**src/rtl/isl_pkg.sv**
```systemverilog
// Package: shared group encoding and fixed ID values for the line signaller.
// Assumes: IDs are at least 10 bits wide, so that 1023 can be represented.
package isl_pkg;
    typedef enum logic [1:0] {
        GRP_G0   = 2'b00,
        GRP_G1S  = 2'b01,
        GRP_G1NS = 2'b10,
        GRP_RSVD = 2'b11
    } grp_e;

    localparam int unsigned SPURIOUS_ID      = 1023;
    localparam int unsigned FIRST_SPECIAL_ID = 1020;
    localparam logic [1:0]  TOP_EL           = 2'd3;
endpackage

```
**src/rtl/isl_eligibility.sv**
```systemverilog
// Module: isl_eligibility
// Decides, for each source, whether it may compete for selection. A source
// competes when it is pending, enabled, in an enabled group and has a valid
// group code. Sources whose fixed ID is reserved are tied off.
// Assumes: source i has ID ID_BASE + i.
module isl_eligibility
    import isl_pkg::*;
#(
    parameter int unsigned NUM_SRC = 8,
    parameter int unsigned ID_BASE = 0
) (
    input  logic [NUM_SRC-1:0]   pending,
    input  logic [NUM_SRC-1:0]   enable,
    input  logic [NUM_SRC*2-1:0] group,
    input  logic                 g0_en,
    input  logic                 g1s_en,
    input  logic                 g1ns_en,
    output logic [NUM_SRC-1:0]   elig
);
    for (genvar g = 0; g < NUM_SRC; g++) begin : g_src
        localparam int unsigned SRC_ID = ID_BASE + g;
        if (SRC_ID < FIRST_SPECIAL_ID) begin : g_valid
            logic grp_on;
            // Look up the enable that belongs to this source's group.
            always_comb begin
                unique case (grp_e'(group[g*2 +: 2]))
                    GRP_G0:   grp_on = g0_en;
                    GRP_G1S:  grp_on = g1s_en;
                    GRP_G1NS: grp_on = g1ns_en;
                    default:  grp_on = 1'b0;
                endcase
            end
            assign elig[g] = pending[g] & enable[g] & grp_on;
        end else begin : g_reserved
            assign elig[g] = 1'b0;
        end
    end
endmodule

```
**src/rtl/isl_arbiter.sv**
```systemverilog
// Module: isl_arbiter
// Finds the eligible source with the smallest priority value. On equal
// values the lower index wins, because only a strictly smaller value
// replaces the current best.
// Assumes: a small NUM_SRC, so a linear scan meets timing.
module isl_arbiter #(
    parameter int unsigned NUM_SRC = 8,
    parameter int unsigned PRIO_W  = 8,
    localparam int unsigned IDX_W  = (NUM_SRC > 1) ? $clog2(NUM_SRC) : 1
) (
    input  logic [NUM_SRC-1:0]        elig,
    input  logic [NUM_SRC*PRIO_W-1:0] prio,
    output logic                      found,
    output logic [IDX_W-1:0]          win_idx,
    output logic [PRIO_W-1:0]         win_prio
);
    // Scan from index 0 upwards and keep the strictly best source.
    always_comb begin
        found    = 1'b0;
        win_idx  = '0;
        win_prio = '1;
        for (int i = 0; i < NUM_SRC; i++) begin
            if (elig[i] && (!found || prio[i*PRIO_W +: PRIO_W] < win_prio)) begin
                found    = 1'b1;
                win_idx  = IDX_W'(i);
                win_prio = prio[i*PRIO_W +: PRIO_W];
            end
        end
    end
endmodule

```
**src/rtl/isl_line_router.sv**
```systemverilog
// Module: isl_line_router
// Applies the priority mask to the winner, then chooses the fast or the
// normal request line from the winner's group, the exception level and
// the security state.
// Assumes: cur_ns = 1 means non-secure state; level 3 is the top level.
module isl_line_router
    import isl_pkg::*;
#(
    parameter int unsigned PRIO_W = 8
) (
    input  logic              found,
    input  logic [PRIO_W-1:0] win_prio,
    input  logic [1:0]        win_grp,
    input  logic [PRIO_W-1:0] prio_mask,
    input  logic [1:0]        cur_el,
    input  logic              cur_ns,
    output logic              want_fiq,
    output logic              want_irq
);
    logic go;
    logic use_fiq;

    // The winner needs a priority value strictly below the mask.
    assign go = found && (win_prio < prio_mask);

    // Pick the line: group 0, the top level or the other security state use FIQ.
    always_comb begin
        if (cur_el == TOP_EL) begin
            use_fiq = 1'b1;
        end else begin
            unique case (grp_e'(win_grp))
                GRP_G0:   use_fiq = 1'b1;
                GRP_G1S:  use_fiq = cur_ns;
                GRP_G1NS: use_fiq = !cur_ns;
                default:  use_fiq = 1'b1;
            endcase
        end
    end

    assign want_fiq = go && use_fiq;
    assign want_irq = go && !use_fiq;
endmodule

```
**src/rtl/irq_line_signaller.sv**
```systemverilog
// Module: irq_line_signaller (top)
// Every cycle it selects the best pending source and registers the request
// line and the selected ID. When nothing qualifies, both lines are low and
// the ID is the spurious value.
// Assumes: ID_BASE + NUM_SRC - 1 fits in ID_W bits.
module irq_line_signaller
    import isl_pkg::*;
#(
    parameter int unsigned NUM_SRC = 8,
    parameter int unsigned PRIO_W  = 8,
    parameter int unsigned ID_W    = 10,
    parameter int unsigned ID_BASE = 0
) (
    input  logic                      clk,
    input  logic                      rst_n,
    input  logic [NUM_SRC-1:0]        src_pending,
    input  logic [NUM_SRC-1:0]        src_enable,
    input  logic [NUM_SRC*PRIO_W-1:0] src_prio,
    input  logic [NUM_SRC*2-1:0]      src_group,
    input  logic                      grp0_en,
    input  logic                      grp1s_en,
    input  logic                      grp1ns_en,
    input  logic [PRIO_W-1:0]         prio_mask,
    input  logic [1:0]                cur_el,
    input  logic                      cur_ns,
    output logic                      fiq_o,
    output logic                      irq_o,
    output logic [ID_W-1:0]           sel_id_o
);
    localparam int unsigned IDX_W = (NUM_SRC > 1) ? $clog2(NUM_SRC) : 1;
    localparam logic [ID_W-1:0] SPUR = ID_W'(SPURIOUS_ID);

    logic [NUM_SRC-1:0] elig;
    logic               found;
    logic [IDX_W-1:0]   win_idx;
    logic [PRIO_W-1:0]  win_prio;
    logic [1:0]         win_grp;
    logic               want_fiq;
    logic               want_irq;

    isl_eligibility #(.NUM_SRC(NUM_SRC), .ID_BASE(ID_BASE)) u_elig (
        .pending (src_pending),
        .enable  (src_enable),
        .group   (src_group),
        .g0_en   (grp0_en),
        .g1s_en  (grp1s_en),
        .g1ns_en (grp1ns_en),
        .elig    (elig)
    );

    isl_arbiter #(.NUM_SRC(NUM_SRC), .PRIO_W(PRIO_W)) u_arb (
        .elig     (elig),
        .prio     (src_prio),
        .found    (found),
        .win_idx  (win_idx),
        .win_prio (win_prio)
    );

    // Take the group code of the winning source.
    assign win_grp = src_group[win_idx*2 +: 2];

    isl_line_router #(.PRIO_W(PRIO_W)) u_route (
        .found     (found),
        .win_prio  (win_prio),
        .win_grp   (win_grp),
        .prio_mask (prio_mask),
        .cur_el    (cur_el),
        .cur_ns    (cur_ns),
        .want_fiq  (want_fiq),
        .want_irq  (want_irq)
    );

    // Register the request lines and the ID; recomputed on every edge.
    always_ff @(posedge clk) begin
        if (!rst_n) begin
            fiq_o    <= 1'b0;
            irq_o    <= 1'b0;
            sel_id_o <= SPUR;
        end else begin
            fiq_o    <= want_fiq;
            irq_o    <= want_irq;
            sel_id_o <= (want_fiq || want_irq)
                        ? ID_W'(ID_BASE) + ID_W'(win_idx) : SPUR;
        end
    end
endmodule

```
**config.mk**
```make
export PLATFORM = sky130hd
export DESIGN_NAME = irq_line_signaller
export DESIGN_NICKNAME = d
export VERILOG_FILES = /design/src/rtl/isl_pkg.sv /design/src/rtl/isl_eligibility.sv /design/src/rtl/isl_arbiter.sv /design/src/rtl/isl_line_router.sv /design/src/rtl/irq_line_signaller.sv
export SDC_FILE = /design/constraint.sdc
export NUM_CORES = 1
export LEC_CHECK = 0
export ABC_AREA = 1
export BUFFER_PORTS_ARGS = -buffer_cell sky130_fd_sc_hd__buf_4
export CAP_MARGIN = 20
export CORE_MARGIN = 4
export CORE_UTILIZATION = 25
export CTS_CLUSTER_DIAMETER = 60
export DETAILED_ROUTE_END_ITERATION = 12
export HOLD_SLACK_MARGIN = 0.12
export SETUP_SLACK_MARGIN = 0.2
export SLEW_MARGIN = 20
export SYNTH_ARGS = -nofsm -noshare
export SYNTH_HDL_FRONTEND = slang
export SYNTH_SLANG_ARGS = --single-unit
export TNS_END_PERCENT = 30
```
**constraint.sdc**
```tcl
create_clock -name clk -period 13.7 [get_ports clk]
set_input_delay 1.37 -clock clk [delete_from_list [all_inputs] [get_ports clk]]
set_output_delay 1.37 -clock clk [all_outputs]
set_load 0.005 [all_outputs]
```
==> summary.md, run 1 <==
| Metric | Value |
|---|---|
| Final setup fails | 0 |
| Die area | roughly 0.014 mm^2 |
| CTS Sinks | 6 |
| Placed insts | around 800 |
| DR WL/cell | between 10 and 15 um |
| Post-synth EDFFs | 0 |
| Initial DRC Count | between 100 and 150 |
| Crit-path slowest cell | o21ai_0 |
| DR vias/cell | ~4.7 |
| HPWL Detailed | around 9.1 mm |
| Synthesized flop and latch total | 6 |
| Layout fillers | ~1,300 |
| YS warnings | 0 |
| Slowest stage delay, CP | about 0.31 ns |
| Max cap viols | 0 |
| Final Hold Fails | 0 |
| Clock transition at path regs | 0.03 ns |
| Post-Syn Area | between 0.002 and 0.003 mm^2 |
| Wirelength, routed | ~10 mm |
| WP data required | around 14 ns |
| Gate Count Post-Synth | around 530 |
| Leakage | 2.28 nW |
| Worst EP arrival | about 12 ns |
| Antenna diode count | 0 |
| First-pass GRT wire length | 16.8 mm |
| Die height | 117 um |
| Least-Margin Pin Slew | ~0.74 ns |
| CTS tree | yes |
| Post-route minimum period | roughly 12 ns |
| Post-CTS setup buffer count | 0 |
| Place WS | roughly 1.0 ns |
| Initial core utilization | between 20% and 30% |
| DRC | 0 |
| Crit path launch type | primary input |
| Hold Buf Count CTS | 0 |
| GRT overflow | 0 |
| Seq/Total Area, Yosys | 4.01% |
| Antenna violations before repair | 0 |
| Number of core rows | 39 |
| Nets@finish | roughly 800 |
| Post-route insts no fill | between 700 and 800 |
| FFs w/ async S/R, synth | 0% |
| Final max-slew violation count | 0 |
| H-tree levels | 1 |
| Setup_tns | 0 ns |
| Unrepaired setup endpoints after global routing | false |
| Max frequency | about 82 MHz |
| First drt pass iteration count | 4 |
| Yosys cell types | 33 |
| Die X | ~120 um |
| Slew margin rel. | between 50% and 60% |
| Core Area | about 0.012 mm^2 |
| Top FF cell, synth | dfxtp_1 |
| Cell Pwr Density | around 54 mW/mm^2 |
| Root Buffer | clkbuf_16 |
| CTS max path bufs | 2 |
| Antenna viol nets, final | 0 |
| Syn Area/Cell | about 5.7 um^2 |
| Hold WC Path Type | in -> reg |
| Setup crit end kind | flop |
| Syn Nets | slightly below 700 |
| Worst-path fanout max | 17 |
| Layout cells sized above 1 | about 28% |
| GPL Wtd Cong | approximately 0.88 |
| Largest net degree at the start of global routing | 18 |
| GRT Overall Usage | between 10% and 20% |
| Final period utilization | 88.9% |
| Ports | 124 |
| Status | finished clean |
| Synth-to-Final Area Change | 35.5% |
| Vias in the first global route | about 3,800 |
| Num CTS Buffers | 3 |
| Peak supply drop | approximately 0.045 mV |
| Smallest setup slack after layout | approximately 1.5 ns |
| CP Class | in -> reg |
| Via count | ~3,600 |
| I/O Buffers | 123 |
-- stage by stage --
step	power [W]	hold slack (ns)	instance area, um^2	util [%]
2_1_floorplan	0.000117	1.55	2990	-
3_3_place_gp	0.000167	1.68	3980	34.4
3_5_place_dp	0.000172	1.68	3980	34.4
4_1_cts	0.000220	1.45	4060	35.1
5_1_grt	0.000241	1.47	4060	35.1
6_report	0.000217	1.45	4060	35.1
-- synthesized netlist by cell type (2+ instances only) --
master	number	area share, %
buf_4	9	2.3
o211ai_1	4	1.0
or2_2	6	1.3
a211oi_1	9	2.3
dfxtp_1	6	4.0
nand2_1	160	20
nand3_2	2	0.67
nor2_2	2	0.42
a21oi_1	31	5.2
nand2_4	9	3.4
a31oi_1	2	0.42
inv_1	51	6.4
nand3b_1	2	0.50
o21bai_1	3	0.75
o21ai_1	7	1.2
buf_6	2	0.75
nand3_1	44	7.4
nand4_1	3	0.63
buf_2	5	0.84
inv_2	9	1.1
ha_1	50	21
nor2_1	41	5.1
nand2_2	17	3.6
o21ai_0	44	7.4
-- worst paths after layout --
path | startpoint | endpoint | slack (ns) | cells past startpoint
worst max-delay path | src_group[1] | fiq_o | 1.52 | 72
worst min-delay path | cur_el[1] | irq_o | 1.45 | 4
-- critical path, delay by kind of cell --
kind	cells	cell delay [ns]
compound gates	23	4.46
simple gates	37	3.67
fa+ha+maj	8	2.36
buf+inv	4	0.41
-- cells by family after synthesis --
kind of cell	share of synthesized area, %
DFF	4.01
AOI/OAI and AO/OA	19.3
and+or+nand+nor	44.3
adders and majority gates	20.9
buffers and inverters	11.5
-- power by group --
part,internal [W],switching [W]
logic,0.0000676,0.0000824
clock network,0.0000374,0.00000891
registers,0.0000196,0.00000119
-- sequential cells by signal, summed over array words and instances (netlist names) --
register  count
sel_id_o      4
fiq_o         1
irq_o         1
-- repair_timing --
item,CTS,global route
gates resized for setup,0,3
hold endpoints to repair,0,0
setup endpoints to repair,0,6
-- layout by cell type (no fill, tap or decap), types with 10 or more instances in the layout --
cell type,instances
o21ai_1,10
nand3_1,44
o21ai_0,41
buf_4,123
nand2_2,17
ha_1,50
nor2_1,41
nand2_1,160
inv_1,51
a21oi_1,31
-- final cells by class --
class,count,area [um^2],share of cell area (%)
Tap cell,143,179,4.41
Clock buffer,3,75.1,1.85
Sequential cell,6,120,2.96
Inverter,61,229,5.64
Multi-Input combinational cell,444,2530,62.4
Timing Repair Buffer,123,923,22.8
-- per-layer routing --
layer,track usage [%],up-vias,part of all wire (%)
met5,0,-,0
met4,2.42,0,0.97
met3,1.01,11,4.2
met2,26.6,90,50
met1,17.8,1579,45
li1,-,1966,-
Power figures use the tool's default switching activity.
==> inputs of run 2 (changes only) <==
--- a/config.mk
+++ b/config.mk
@@ -8,6 +8,7 @@
 export ABC_AREA = 1
 export BUFFER_PORTS_ARGS = -buffer_cell sky130_fd_sc_hd__buf_4
 export CAP_MARGIN = 20
+export CORE_ASPECT_RATIO = 1.5
 export CORE_MARGIN = 4
 export CORE_UTILIZATION = 25
 export CTS_CLUSTER_DIAMETER = 60
==> summary.md, run 2 (synthesis gave the netlist of run 1 again) <==
| Metric | Value |
|---|---|
| Status | finished clean |
| I/O Buffers | roughly 120 |
| Die area | 0.0138 mm^2 |
| Die X | 97.4 um |
| Worst-path fanout max | 17 |
| Worst EP arrival | approximately 12 ns |
| Crit path launch type | primary input |
| Reg power frac | under 10% |
| Ports | roughly 120 |
| DR vias/cell | between 4 and 5 |
| Biggest regs | sel_id_o (4), fiq_o (1), irq_o (1) |
| CP Class | in -> reg |
| Post-CTS Resized | 0 |
| Antenna diode count | 0 |
| GRT overflow | 0 |
| Core Area | around 0.012 mm^2 |
| Nets@finish | between 800 and 900 |
| Final max-slew violation count | 0 |
| First-pass GRT wire length | approximately 16 mm |
| Root Buffer | clkbuf_16 |
| Least-Margin Pin Slew | around 0.74 ns |
| Initial DRC Count | 130 |
| Leakage | about 2.3 nW |
| Hold Startpoint | cur_el[1] |
| Max reg flops | 4 |
| Most common cell after layout, fill and taps aside | nand2_1 |
| WP data required | approximately 14 ns |
| Max frequency | ~80 MHz |
| Logic pwr share | approximately 69% |
| WHS Endpoint | irq_o |
| Final Hold Fails | 0 |
| Wirelength, routed | around 10 mm |
| H-tree levels | 1 |
| Hold WC Path Type | in -> reg |
| Slowest stage delay, CP | roughly 0.39 ns |
| P_int | 0.000124 W |
| HPWL Detailed | approximately 9 mm |
| Hold depth | 4 |
| Number of core rows | 48 |
| Setup_tns | 0 ns |
| Via count | approximately 3,700 |
| Clock transition at path regs | roughly 0.03 ns |
| Switching Fraction | a little over two fifths |
| Die height | around 140 um |
| Unrepaired setup endpoints after global routing | false |
| Final setup fails | 0 |
| Post-route minimum period | 12.29 ns |
| Switching pwr | just over 0.00009 W |
| Peak supply drop | between 0.03 and 0.04 mV |
| First drt pass iteration count | 4 |
| CTS tree | yes |
| Vias in the first global route | around 3,800 |
| Synth-to-Final Area Change | 35.8% |
| Max cap viols | 0 |
| Layout fillers | 1,288 |
| Num CTS Buffers | 3 |
| Largest Register | sel_id_o |
| DR WL/cell | around 13 um |
| Antenna violations before repair | 0 |
| Initial core utilization | 25.8% |
| Area occupied by registers | approximately 120 um^2 |
| CTS max path bufs | 2 |
| Hold Buf Count CTS | 0 |
| GPL Wtd Cong | between 0.8 and 0.9 |
| DRC | 0 |
| Setup crit end kind | flop |
| Slew margin rel. | roughly half |
| Footprint of the multi-input gates | about 0.0025 mm^2 |
| CTS Sinks | 6 |
| Layout cells sized above 1 | between 20% and 30% |
| Post-CTS setup buffer count | 0 |
| Hold slack | ~1.4 ns |
| GRT Overall Usage | around 14% |
| Antenna viol nets, final | 0 |
| Cell Pwr Density | about 53 mW/mm^2 |
| Power share of the clock group | a little over a fifth |
| Crit-path slowest cell | o21ai_0 |
| Largest net degree at the start of global routing | 18 |
| Most frequent cells in the layout | 160 x nand2_1, 123 x buf_4, 51 x inv_1 |
| Final period utilization | around 90% |
## run 2: cell counts in the layout (fill, tap and decap cells not counted)
Identical to the previous run, type by type.
## run 2: area by class of cell
class                      instances  share of cell area, %
inverter                          61                   5.63
sequential                         6                   2.95
clock buffer                       3                   1.85
tap                              150                   4.62
timing repair buffer             123                   22.7
multi-input combinational        444                   62.2
## run 2: worst max-delay path by stage
stage / from / end / slack [ns] / cells past startpoint
6_report: src_group[1] / fiq_o / 1.41 / 73
5_1_grt: src_group[1] / irq_o / 0.23 / 72
4_1_cts: src_group[1] / irq_o / 1.33 / 71
3_5_place_dp: src_group[1] / irq_o / 1.11 / 71
3_3_place_gp: src_group[1] / fiq_o / 1.53 / 73
2_1_floorplan: grp1s_en / fiq_o / 2.41 / 80
## run 2: power by group through the flow
| stage | sequential, W | combinational [W] | clock (W) |
|---|---|---|---|
| 6_report | 0.0000206 | 0.000149 | 0.0000466 |
| 5_1_grt | 0.0000208 | 0.000171 | 0.0000486 |
| 4_1_cts | 0.0000207 | 0.000151 | 0.0000473 |
| 3_5_place_dp | 0.0000209 | 0.000151 | 0 |
| 3_3_place_gp | 0.0000208 | 0.000147 | 0 |
| 2_1_floorplan | 0.0000210 | 0.0000964 | 0 |
## run 2: routing by layer
layer | share of wire [%] | global-route usage [%]
met1 | 39 | 14.9
met2 | 56 | 29.1
met3 | 3.6 | 1.28
met4 | 1.1 | 2.77
met5 | 0 | 0
## run 2: worst max-delay path, delay by kind of cell
kind | cells | cell delay [ns]
compound gates | 22 | 4.53
fa+ha+maj | 8 | 2.35
buf+inv | 5 | 0.45
simple gates | 38 | 3.72
## run 2: stage by stage
step                cells  utilization [%]  total power [W]  worst slack (ns)  cell area, um^2
finish                787             35.1         0.000217              1.41             4070
global route          787             35.1         0.000241             0.230             4070
CTS                   787             35.1         0.000219              1.33             4070
detailed placement    784             34.4         0.000172              1.11             3990
global placement      784             34.4         0.000168              1.53             3990
floorplan             527                -         0.000117              2.41             2990
==> inputs of run 3 (changes only) <==
--- a/config.mk
+++ b/config.mk
@@ -7,13 +7,13 @@
 export LEC_CHECK = 0
 export ABC_AREA = 1
 export BUFFER_PORTS_ARGS = -buffer_cell sky130_fd_sc_hd__buf_4
-export CAP_MARGIN = 20
 export CORE_ASPECT_RATIO = 1.5
 export CORE_MARGIN = 4
 export CORE_UTILIZATION = 25
 export CTS_CLUSTER_DIAMETER = 60
 export DETAILED_ROUTE_END_ITERATION = 12
 export HOLD_SLACK_MARGIN = 0.12
+export RECOVER_POWER = 25
 export SETUP_SLACK_MARGIN = 0.2
 export SLEW_MARGIN = 20
 export SYNTH_ARGS = -nofsm -noshare
==> summary.md, run 3 (synthesis gave the netlist of run 1 again) <==
| Metric | Value |
|---|---|
| H-tree levels | 1 |
| Post-route minimum period | about 12 ns |
| Root Buffer | clkbuf_16 |
| Post-CTS setup buffer count | 0 |
| Nets@finish | between 800 and 900 |
| Cell Pwr Density | roughly 53 mW/mm^2 |
| Antenna violations before repair | 0 |
| Final period utilization | between 80% and 90% |
| Die height | roughly 140 um |
| Total power | between 0.0002 and 0.00025 W |
| Layout cells sized above 1 | roughly 27% |
| Post-CTS Resized | 0 |
| Most common cell after layout, fill and taps aside | nand2_1 |
| Most frequent cells in the layout | 160 x nand2_1, 119 x buf_4, 51 x inv_1 |
| Vias in the first global route | 3,750 |
| WP data required | ~14 ns |
| DRC | 0 |
| Slowest stage delay, CP | roughly 0.40 ns |
| Die area | between 0.01 and 0.015 mm^2 |
| Layout fillers | between 1,000 and 1,500 |
| Final Hold Fails | 0 |
| DR vias/cell | 4.71 |
| Hold WC Path Type | in -> reg |
| CTS Sinks | 6 |
| Setup crit end kind | flop |
| Area post-placement | ~0.0040 mm^2 |
| Synth-to-Final Area Change | 35.4% |
| Ports | 124 |
| Crit-path slowest cell | o21ai_0 |
| Leakage | 2.27 nW |
| Post-route insts no fill | ~790 |
| Status | finished clean |
| Number of core rows | 48 |
| Crit path launch type | primary input |
| Hold slack | about 1.4 ns |
| Initial DRC Count | 128 |
| First-pass GRT wire length | 16.4 mm |
| Setup_tns | 0 ns |
| Slew margin rel. | around half |
| Antenna viol nets, final | 0 |
| Max reg flops | 4 |
| CP Class | in -> reg |
| Max frequency | between 80 and 90 MHz |
| GRT overflow | 0 |
| Largest Register | sel_id_o |
| Via count | roughly 3,700 |
| Num CTS Buffers | 3 |
| I/O Buffers | between 100 and 150 |
| DR WL/cell | ~13 um |
| Core Area | ~0.012 mm^2 |
| Wirelength, routed | a little over 10 mm |
| Max cap viols | 0 |
| First drt pass iteration count | 4 |
| CTS max path bufs | 2 |
| Antenna diode count | 0 |
| GPL Wtd Cong | 0.849 |
| CTS tree | yes |
| HPWL Detailed | a little over 9 mm |
| Final instance area | ~0.004 mm^2 |
| Final setup fails | 0 |
| Hold Buf Count CTS | 0 |
| Least-Margin Pin Slew | ~0.74 ns |
| Final max-slew violation count | 0 |
| Peak supply drop | roughly 0.03 mV |
| Initial core utilization | between 20% and 30% |
| GRT Overall Usage | roughly 14% |
| Placed insts | 784 |
| Worst EP arrival | 12.40 ns |
| Unrepaired setup endpoints after global routing | false |
| Worst-path fanout max | 17 |
| Clock transition at path regs | 0.03 ns |
| Biggest regs | sel_id_o (4), fiq_o (1), irq_o (1) |
| Die X | 97.4 um |
| Largest net degree at the start of global routing | 18 |
-- run 3: cell count changes in the layout (fill, tap and decap cells not counted) --
| cell | delta |
|---|---|
| buf_4 | -4 |
| clkbuf_4 | +1 |
| clkbuf_1 | +3 |
-- run 3: where the power goes --
part | internal [W] | total (W) | switching [W]
logic | 0.0000668 | 0.000149 | 0.0000820
clock network | 0.0000374 | 0.0000466 | 0.00000924
registers | 0.0000196 | 0.0000206 | 0.00000102
-- run 3: cell type report --
class,instances,area [um^2],share of cell area (%)
repair buffers,123,912,22.5
well taps,150,188,4.63
multi-input cells,444,2530,62.4
clock buffers,3,75.1,1.85
flip-flops and latches,6,120,2.96
inverters,61,229,5.65
-- run 3: path summary, 6_finish.rpt --
path / from / endpoint / cells after the start
max: src_group[1] / fiq_o / 73
min: cur_el[1] / irq_o / 4
-- run 3: metrics by stage --
stage / utilization [%] / setup slack (ns)
after floorplan: - / 2.41
after global placement: 34.4 / 1.53
after detailed placement: 34.4 / 1.11
after CTS: 35.1 / 1.33
after global routing: 35.0 / 0.230
final: 35.0 / 1.43
-- run 3: layer usage --
layer	up-vias	wire length (um)	global-route usage, %
met5	-	0	0
met4	0	106	2.77
met3	8	348	1.28
met2	83	5650	29.1
met1	1652	3960	14.9
li1	1960	-	-
-- run 3: critical path, delay by kind of cell --
family	cells	cell delay [ns]
compound gates	22	4.51
simple gates	38	3.70
buf+inv	5	0.45
fa+ha+maj	8	2.33
